<file path="src/rtl/vlcfg_pkg.sv">
package vlcfg_pkg;
  localparam logic [6:0] OPC_VCFG   = 7'b1010111;
  localparam logic [6:0] OPC_SYSTEM = 7'b1110011;
  localparam logic [6:0] OPC_OPIMM  = 7'b0010011;
  localparam logic [2:0] F3_VCFG    = 3'b111;
  localparam logic [2:0] F3_CSRRS   = 3'b010;
  localparam logic [2:0] F3_ADDI    = 3'b000;

  typedef enum logic [1:0] {
    KIND_OTHER  = 2'd0,
    KIND_CFG    = 2'd1,
    KIND_RSVD   = 2'd2,
    KIND_VLREAD = 2'd3
  } kind_e;

  // Field layout of the configuration instruction, MSB first
  typedef struct packed {
    logic        rsv;
    logic [10:0] bound;
    logic [4:0]  src;
    logic [2:0]  f3;
    logic [4:0]  dst;
    logic [6:0]  opc;
  } cfg_word_t;

  // ADDI dst, src, 0 : the register move that replaces a length read
  function automatic logic [31:0] make_move(input logic [4:0] dst,
                                            input logic [4:0] src);
    return {12'h000, src, F3_ADDI, dst, OPC_OPIMM};
  endfunction
endpackage

</file>
<file path="src/rtl/vlcfg_decode.sv">
module vlcfg_decode
  import vlcfg_pkg::*;
#(
  parameter logic [11:0] VL_CSR = 12'hC20
) (
  input  logic [31:0] instr,
  output kind_e       kind,
  output logic [10:0] bound,
  output logic [4:0]  src,
  output logic [4:0]  dst
);
  cfg_word_t w;
  logic      is_cfg_space;
  logic      is_vl_read;

  always_comb begin
    w            = cfg_word_t'(instr);
    is_cfg_space = (w.opc == OPC_VCFG) && (w.f3 == F3_VCFG);
    is_vl_read   = (w.opc == OPC_SYSTEM) && (w.f3 == F3_CSRRS) &&
                   (w.src == 5'd0) && (instr[31:20] == VL_CSR);
    if (is_cfg_space)
      kind = w.rsv ? KIND_RSVD : KIND_CFG;
    else if (is_vl_read)
      kind = KIND_VLREAD;
    else
      kind = KIND_OTHER;
    bound = w.bound;
    src   = w.src;
    dst   = w.dst;
  end
endmodule

</file>
<file path="src/rtl/vlcfg_len.sv">
module vlcfg_len #(
  parameter int XLEN = 64
) (
  input  logic [10:0]     bound,
  input  logic [4:0]      src,
  input  logic [XLEN-1:0] src_val,
  output logic [XLEN-1:0] vl,
  output logic            over
);
  localparam logic [11:0] LIMIT = 12'(XLEN);

  function automatic logic [XLEN-1:0] pick_len(input logic [10:0]     b,
                                               input logic              from_x0,
                                               input logic [XLEN-1:0]   v);
    logic [XLEN-1:0] bz;
    bz = XLEN'(b);
    if (from_x0)    return bz;
    else if (v < bz) return v;
    else            return bz;
  endfunction

  always_comb begin
    over = {1'b0, bound} > LIMIT;
    vl   = pick_len(bound, src == 5'd0, src_val);
  end
endmodule

</file>
<file path="src/rtl/vlcfg_ptr.sv">
module vlcfg_ptr (
  input  logic       clk,
  input  logic       rst_n,
  input  logic       load,
  input  logic [4:0] next_ptr,
  output logic [4:0] ptr
);
  always_ff @(posedge clk or negedge rst_n) begin
    if (!rst_n)     ptr <= 5'd0;
    else if (load)  ptr <= next_ptr;
  end
endmodule

</file>
<file path="src/rtl/vlcfg_rewrite.sv">
module vlcfg_rewrite
  import vlcfg_pkg::*;
(
  input  logic [31:0] instr_in,
  input  logic        vl_read,
  input  logic [4:0]  ptr,
  output logic [31:0] instr_out,
  output logic        rewritten
);
  always_comb begin
    rewritten = vl_read && (ptr != 5'd0);
    instr_out = rewritten ? make_move(instr_in[11:7], ptr) : instr_in;
  end
endmodule

</file>
<file path="src/rtl/vlcfg_unit.sv">
module vlcfg_unit
  import vlcfg_pkg::*;
#(
  parameter int          XLEN   = 64,
  parameter logic [11:0] VL_CSR = 12'hC20
) (
  input  logic            clk,
  input  logic            rst_n,
  input  logic            instr_valid,
  input  logic [31:0]     instr,
  output logic [4:0]      rs1_raddr,
  input  logic [XLEN-1:0] rs1_rdata,
  output logic            trap_illegal,
  output logic            rf_we,
  output logic [4:0]      rf_waddr,
  output logic [XLEN-1:0] rf_wdata,
  output logic [31:0]     instr_out,
  output logic            instr_rewritten
);
  kind_e           kind;
  logic [10:0]     bound;
  logic [4:0]      src;
  logic [4:0]      dst;
  logic [XLEN-1:0] vl;
  logic            over;
  logic [4:0]      vl_ptr;
  logic            cfg_fire;
  logic            vl_read;

  vlcfg_decode #(.VL_CSR(VL_CSR)) u_dec (
    .instr (instr),
    .kind  (kind),
    .bound (bound),
    .src   (src),
    .dst   (dst)
  );

  vlcfg_len #(.XLEN(XLEN)) u_len (
    .bound   (bound),
    .src     (src),
    .src_val (rs1_rdata),
    .vl      (vl),
    .over    (over)
  );

  always_comb begin
    cfg_fire     = instr_valid && (kind == KIND_CFG) && !over;
    vl_read      = instr_valid && (kind == KIND_VLREAD);
    trap_illegal = instr_valid &&
                   ((kind == KIND_RSVD) || ((kind == KIND_CFG) && over));
    rf_we        = cfg_fire && (dst != 5'd0);
    rf_waddr     = dst;
    rf_wdata     = vl;
    rs1_raddr    = src;
  end

  vlcfg_ptr u_ptr (
    .clk      (clk),
    .rst_n    (rst_n),
    .load     (cfg_fire),
    .next_ptr (dst),
    .ptr      (vl_ptr)
  );

  vlcfg_rewrite u_rw (
    .instr_in  (instr),
    .vl_read   (vl_read),
    .ptr       (vl_ptr),
    .instr_out (instr_out),
    .rewritten (instr_rewritten)
  );
endmodule

</file>
<file path="config.mk">
export PLATFORM = sky130hd
export DESIGN_NAME = vlcfg_unit
export DESIGN_NICKNAME = d
export VERILOG_FILES = /design/src/rtl/vlcfg_pkg.sv /design/src/rtl/vlcfg_decode.sv /design/src/rtl/vlcfg_len.sv /design/src/rtl/vlcfg_ptr.sv /design/src/rtl/vlcfg_rewrite.sv /design/src/rtl/vlcfg_unit.sv
export SDC_FILE = /design/constraint.sdc
export NUM_CORES = 1
export LEC_CHECK = 0
export BUFFER_PORTS_ARGS = -buffer_cell sky130_fd_sc_hd__buf_2
export CAP_MARGIN = 20
export CORE_AREA = 2 2 82 84
export CTS_CLUSTER_DIAMETER = 80
export DETAILED_ROUTE_END_ITERATION = 16
export DIE_AREA = 0 0 84 86
export GPL_TIMING_DRIVEN = 1
export PLACE_DENSITY = 0.66
export SLEW_MARGIN = 5
export SYNTH_ARGS = -nofsm -noshare
export SYNTH_HDL_FRONTEND = slang
export SYNTH_SLANG_ARGS = --single-unit
</file>
<file path="constraint.sdc">
create_clock -name clk -period 2.05 [get_ports clk]
set_clock_uncertainty 0.2 [all_clocks]
set_input_delay 0.1025 -clock clk [delete_from_list [all_inputs] [get_ports clk]]
set_output_delay 0.1025 -clock clk [all_outputs]
set_load 0.02 [all_outputs]
</file>
# Word level (Yosys, flattened, before mapping)
# Cells that the tools add are included.
[totals]
reg_bits = 5
in_bits = 99
output_inout_bits = 109
elab_cells = 33
[op_classes]
magnitude_cmp = 2
n_eq_ne = 8
muxes = 6
reduce_logical = 16
[ops]
columns = ["op", "n"]
rows = [
  ["2-to-1 mux 64 bit", 2],
  ["< comparator 64 x 11 -> 1 bit", 1],
  ["2-to-1 mux 32 bit", 1],
  ["== test 7 bit (second input constant)", 2],
  ["== test 12 bit (second input constant)", 1],
  ["> comparator 11 x 7 -> 1 bit (second input constant)", 1],
  ["logical AND 1 bit", 11],
  ["nonzero test 5 bit", 2],
  ["2-to-1 mux 2 bit", 3],
  ["logical NOT 5 bit", 1],
  ["== test 2 bit (second input constant)", 2],
  ["== test 3 x 2 -> 1 bit (second input constant)", 1],
  ["== test 3 bit (second input constant)", 1],
  ["== test 2 x 1 -> 1 bit (second input constant)", 1],
  ["logical NOT 1 bit", 1],
  ["logical OR 1 bit", 1],
]

# Logic depth before layout (Yosys ltp)
[logic_depth]
word_depth = 10
depth_mapped = 8
ltp_nobuf = 7

# Cells and area by module
# A second synthesis with hierarchy kept.
[unflattened]
cells_unflattened = 274
area_unflattened_um2 = 2104.5
[modules_own_cells]
columns = ["mod", "instances", "cells_per_inst", "area_each_um2", "seq_area_each_um2"]
rows = [
  ["vlcfg_len", 1, 122, 1017.2, 0.0],
  ["vlcfg_rewrite", 1, 96, 554.3, 0.0],
  ["vlcfg_decode", 1, 36, 286.5, 0.0],
  ["vlcfg_ptr", 1, 10, 181.4, 125.1],
  ["vlcfg_unit", 1, 10, 65.1, 0.0],
]

# Worst setup path before layout
# Ideal clock, no wire load.
[synth_timing]
kind = "input to output"
from = "input instr[26]"
to = "output rf_wdata[10]"
t_arrival_ps = 1640
required_ps = 1747
setup_slack_ps = 108
stages = 8
n_path_buf = 1
path_cell_list = "inv_1 ha_1 and3_1 nand2_1 o31a_1 o211ai_2 buf_6 mux2_2"
[synth_between]
elab_chain_len = 3
[synth_rtl]
columns = ["item", "line_no", "text"]
rows = [
  ["start: declaration", "vlcfg_unit.sv:10", "input logic [31:0] instr,"],
  ["< comparator 64 x 11 -> 1 bit", "vlcfg_len.sv:18", "else if (v < bz) return v;"],
  ["2-to-1 mux 64 bit", "vlcfg_len.sv:18", ""],
  ["2-to-1 mux 64 bit", "vlcfg_len.sv:17", "if (from_x0) return bz;"],
  ["end: declaration", "vlcfg_unit.sv:16", "output logic [XLEN-1:0] rf_wdata,"],
]
# No other way between the ends.

# Worst setup path after layout
[layout_timing]
from = "input instr[26]"
to = "output rf_wdata[3]"
# The elaborated chain is that of the path after synthesis.

==> results by group <==
Setup path
  – Slowest cell delay on critical path: 0.31 ns
  – Critical path, cell by cell: buf_8, inv_4, ha_4, and3_4, nand2_1, o31a_1, o211ai_2, buf_6, mux2_4, buf_6
  – CP bufs+invs: 4
  – CP required: 1.75 ns
  – Crit path kind: in -> out
  – Worst path top cell family by delay: compound AO/OA/AOI/OAI gates
  – Max FO, Critical Path: 6
  – CP max-delay cell: mux2_4
  – Cell mode on critical path: buf_6
  – Startpoint Class: input pin
  – Arr. time, crit path: 1.83 ns
  – CP endpoint kind: output port

Die
  – Die H: 86 um
  – Core ar.: 6277 um^2
  – Die width: 84 um
  – Num rows: 29
  – Starting Density: 0.2452
  – IO Count: 208
  – Die area: 7224 um^2

Synthesis
  – Register bit total from synthesis: 5
  – Area leader, netlist: buf_4
  – Synth async-reset ratio: 1.000
  – Synth Warn #: 0
  – Area contributors post-synth: buf_4 (33%), mux2_2 (12%), dfrtp_1 (8.1%), ha_1 (8.1%), nor4_1 (5.3%)
  – Yosys top cell area share: 0.3317
  – Post-synth EDFFs: 0
  – Post-synthesis sequential area ratio: 0.08130
  – Yosys cell types: 36
  – Avg Cell Area, Syn: 7.812 um^2
  – Post-Syn Instances: 197
  – Post-synth top flop: dfrtp_1
  – Post-Syn Area: 1539 um^2

Routing
  – Total wire length: 5657 um
  – Routed len/inst: 13.13 um
  – DRT antenna net count: 0
  – DR iter-0 viols: 19
  – Routed vias/inst: 4.216
  – Via count: 1817
  – Post-route DRC: 0
  – Iteration count of the initial detailed-routing pass: 2

Global routing
  – GRT overflow: 0
  – Number of global-route vias before repair: 1747
  – First-pass GRT wire length: 8307 um
  – Largest net degree at the start of global routing: 8
  – Initial antenna violation count: 0
  – Gr usage total: 0.1442

Layout
  – Reg with most FFs: u_ptr.ptr
  – Fraction of layout instances using a drive strength above 1: 0.6525
  – Final Net Count: 464
  – Largest register FFs: 5
  – Reg area: 125.1 um^2
  – Fill cells: 652
  – Layout overhead on the synthesized area: 72.76%
  – Largest registers: u_ptr.ptr x5
  – Area of the multi-input gates: 1194 um^2
  – Ant. Diodes: 0
  – Post-route insts no fill: 431
  – Finished Core Util: 0.4236
  – Fin area: 2659 um^2

Timing
  – Slew @ Worst Pin: 0.5875 ns
  – Hold slack: 0.05279 ns
  – Fmax: 469.6 MHz
  – Rel. slew slack: 0.6047
  – Final slew viol count: 0
  – Setup TNS: -0.7283 ns
  – Final Cycle Share: 1.039
  – Fin crit period: 2.129 ns
  – Post-route setup slack: -0.07931 ns
  – RSZ-0062 raised after global routing: yes
  – Setup Viol. Count Final: 11
  – Endpoints failing hold: 0

Clock network
  – CTS Buffer Depth: 2
  – CTS Buf Count: 3
  – CTS H-Tree Depth: 1
  – Clk Latency, worst-skew pair: 0.22 ns
  – CTS root buf: clkbuf_8
  – CTS tree: done
  – Worst-path clk slew: 0.03 ns
  – Clock sinks: 5

Placement
  – Placer Congestion: 0.7480
  – Placed cell area: 2201 um^2
  – Pre-CTS WS: -0.2515 ns
  – I/O Buffers: 154
  – Placed Instances: 420
  – DP Wirelength: 4729 um

Status
  – Failing checks: setup timing
  – Status: finished with violations

Pwr
  – Leak: 1.463 nW
  – Total Power: 808.5 uW
  – Maximum vdd drop: 0.2772 mV
  – Pwr per Cell Area: 304.1 nW/um^2

Hold path
  – Hold Crit Class: in -> async

Run
  – Max-Cap Viols: 0
## worst paths after layout
| check | startpoint | depth (start not counted) | slack (ns) | endpoint |
|---|---|---|---|---|
| min in group clk | instr[31] | 4 | 0.17 | u_ptr.ptr[3]$_DFFE_PN0P_ |
| min | rst_n | 2 | 0.05 | u_ptr.ptr[3]$_DFFE_PN0P_ |
| min reg2reg | u_ptr.ptr[1]$_DFFE_PN0P_ | 1 | 0.34 | u_ptr.ptr[1]$_DFFE_PN0P_ |
| max | instr[26] | 10 | -0.08 | rf_wdata[3] |
| max in group asynchronous | rst_n | 2 | 1.47 | u_ptr.ptr[2]$_DFFE_PN0P_ |
| max reg2reg | u_ptr.ptr[2]$_DFFE_PN0P_ | 1 | 1.06 | u_ptr.ptr[2]$_DFFE_PN0P_ |
## logic make-up (layout without fill, tap and decap cells)
family,count (synthesis),count (layout),synth area share
simple gates,53,53,0.2106
compound gates,17,17,0.1008
flops,5,5,0.08130
mux,16,16,0.1171
fa+ha+maj,10,10,0.08130
buf+inv,95,200,0.4065
other cells,1,53,0.002437
## final cells by class
class	count	share of cell area
clock buffers	4	0.01694
inverters	10	0.01694
multi-input cells	149	0.4489
flip-flops and latches	5	0.04706
well taps	77	0.03624
repair buffers	186	0.4339
## what timing repair did
| item | in CTS | in global routing |
|---|---|---|
| gates resized for setup | 62 | 14 |
| cloned | 0 | 0 |
| setup buffers | 1 | 0 |
| endpoints found under the setup margin | 11 | 24 |
| hold buffers | 6 | 0 |
| pin swaps | 8 | 4 |
| endpoints found under the hold margin | 10 | 0 |
## power breakdown
part / internal (mW) / total (mW) / switching, mW
Sequential: 0.0994 / 0.0994 / 0.0000315
Clock: 0.134 / 0.183 / 0.0491
Combinational: 0.225 / 0.526 / 0.301
Total: 0.458 / 0.808 / 0.350
## placed cells by master, fill, tap and decap left out, types with 2 or more instances in the layout
cell / n
buf_2: 136
conb_1: 53
buf_4: 23
buf_6: 20
mux2_4: 8
mux2_2: 8
a21o_1: 7
nor4_1: 7
nor2_1: 6
nand4_1: 6
ha_4: 6
dlygate4sd3_1: 6
nor3_1: 5
nor2b_1: 5
nor4_2: 5
dfrtp_1: 5
inv_1: 4
ha_1: 4
inv_4: 3
nand2_1: 3
inv_2: 3
clkbuf_8: 3
nor2_2: 2
nand4b_1: 2
nor3_2: 2
nor4_4: 2
## per-layer routing
layer | global-route usage | wire length, um | up-vias | part of all wire
met5 | 0 | 0 | - | 0
met4 | 0.03812 | 85 | 0 | 0.015
met3 | 0.02406 | 454 | 10 | 0.080
met2 | 0.2931 | 3046 | 116 | 0.54
met1 | 0.1517 | 2071 | 818 | 0.37
li1 | - | - | 873 | -
## Yosys cell counts (all sizes together) (2+ instances only)
library cell	count
nand4b	2
nor4	14
dfrtp	5
inv	10
a21o	7
nor2b	5
clkbuf	15
buf	69
nor3	7
nand4	6
a21oi	2
or4	2
ha	10
mux2	16
nor2	8
nand2	3
Note: power is estimated with default switching activity, not from simulation.
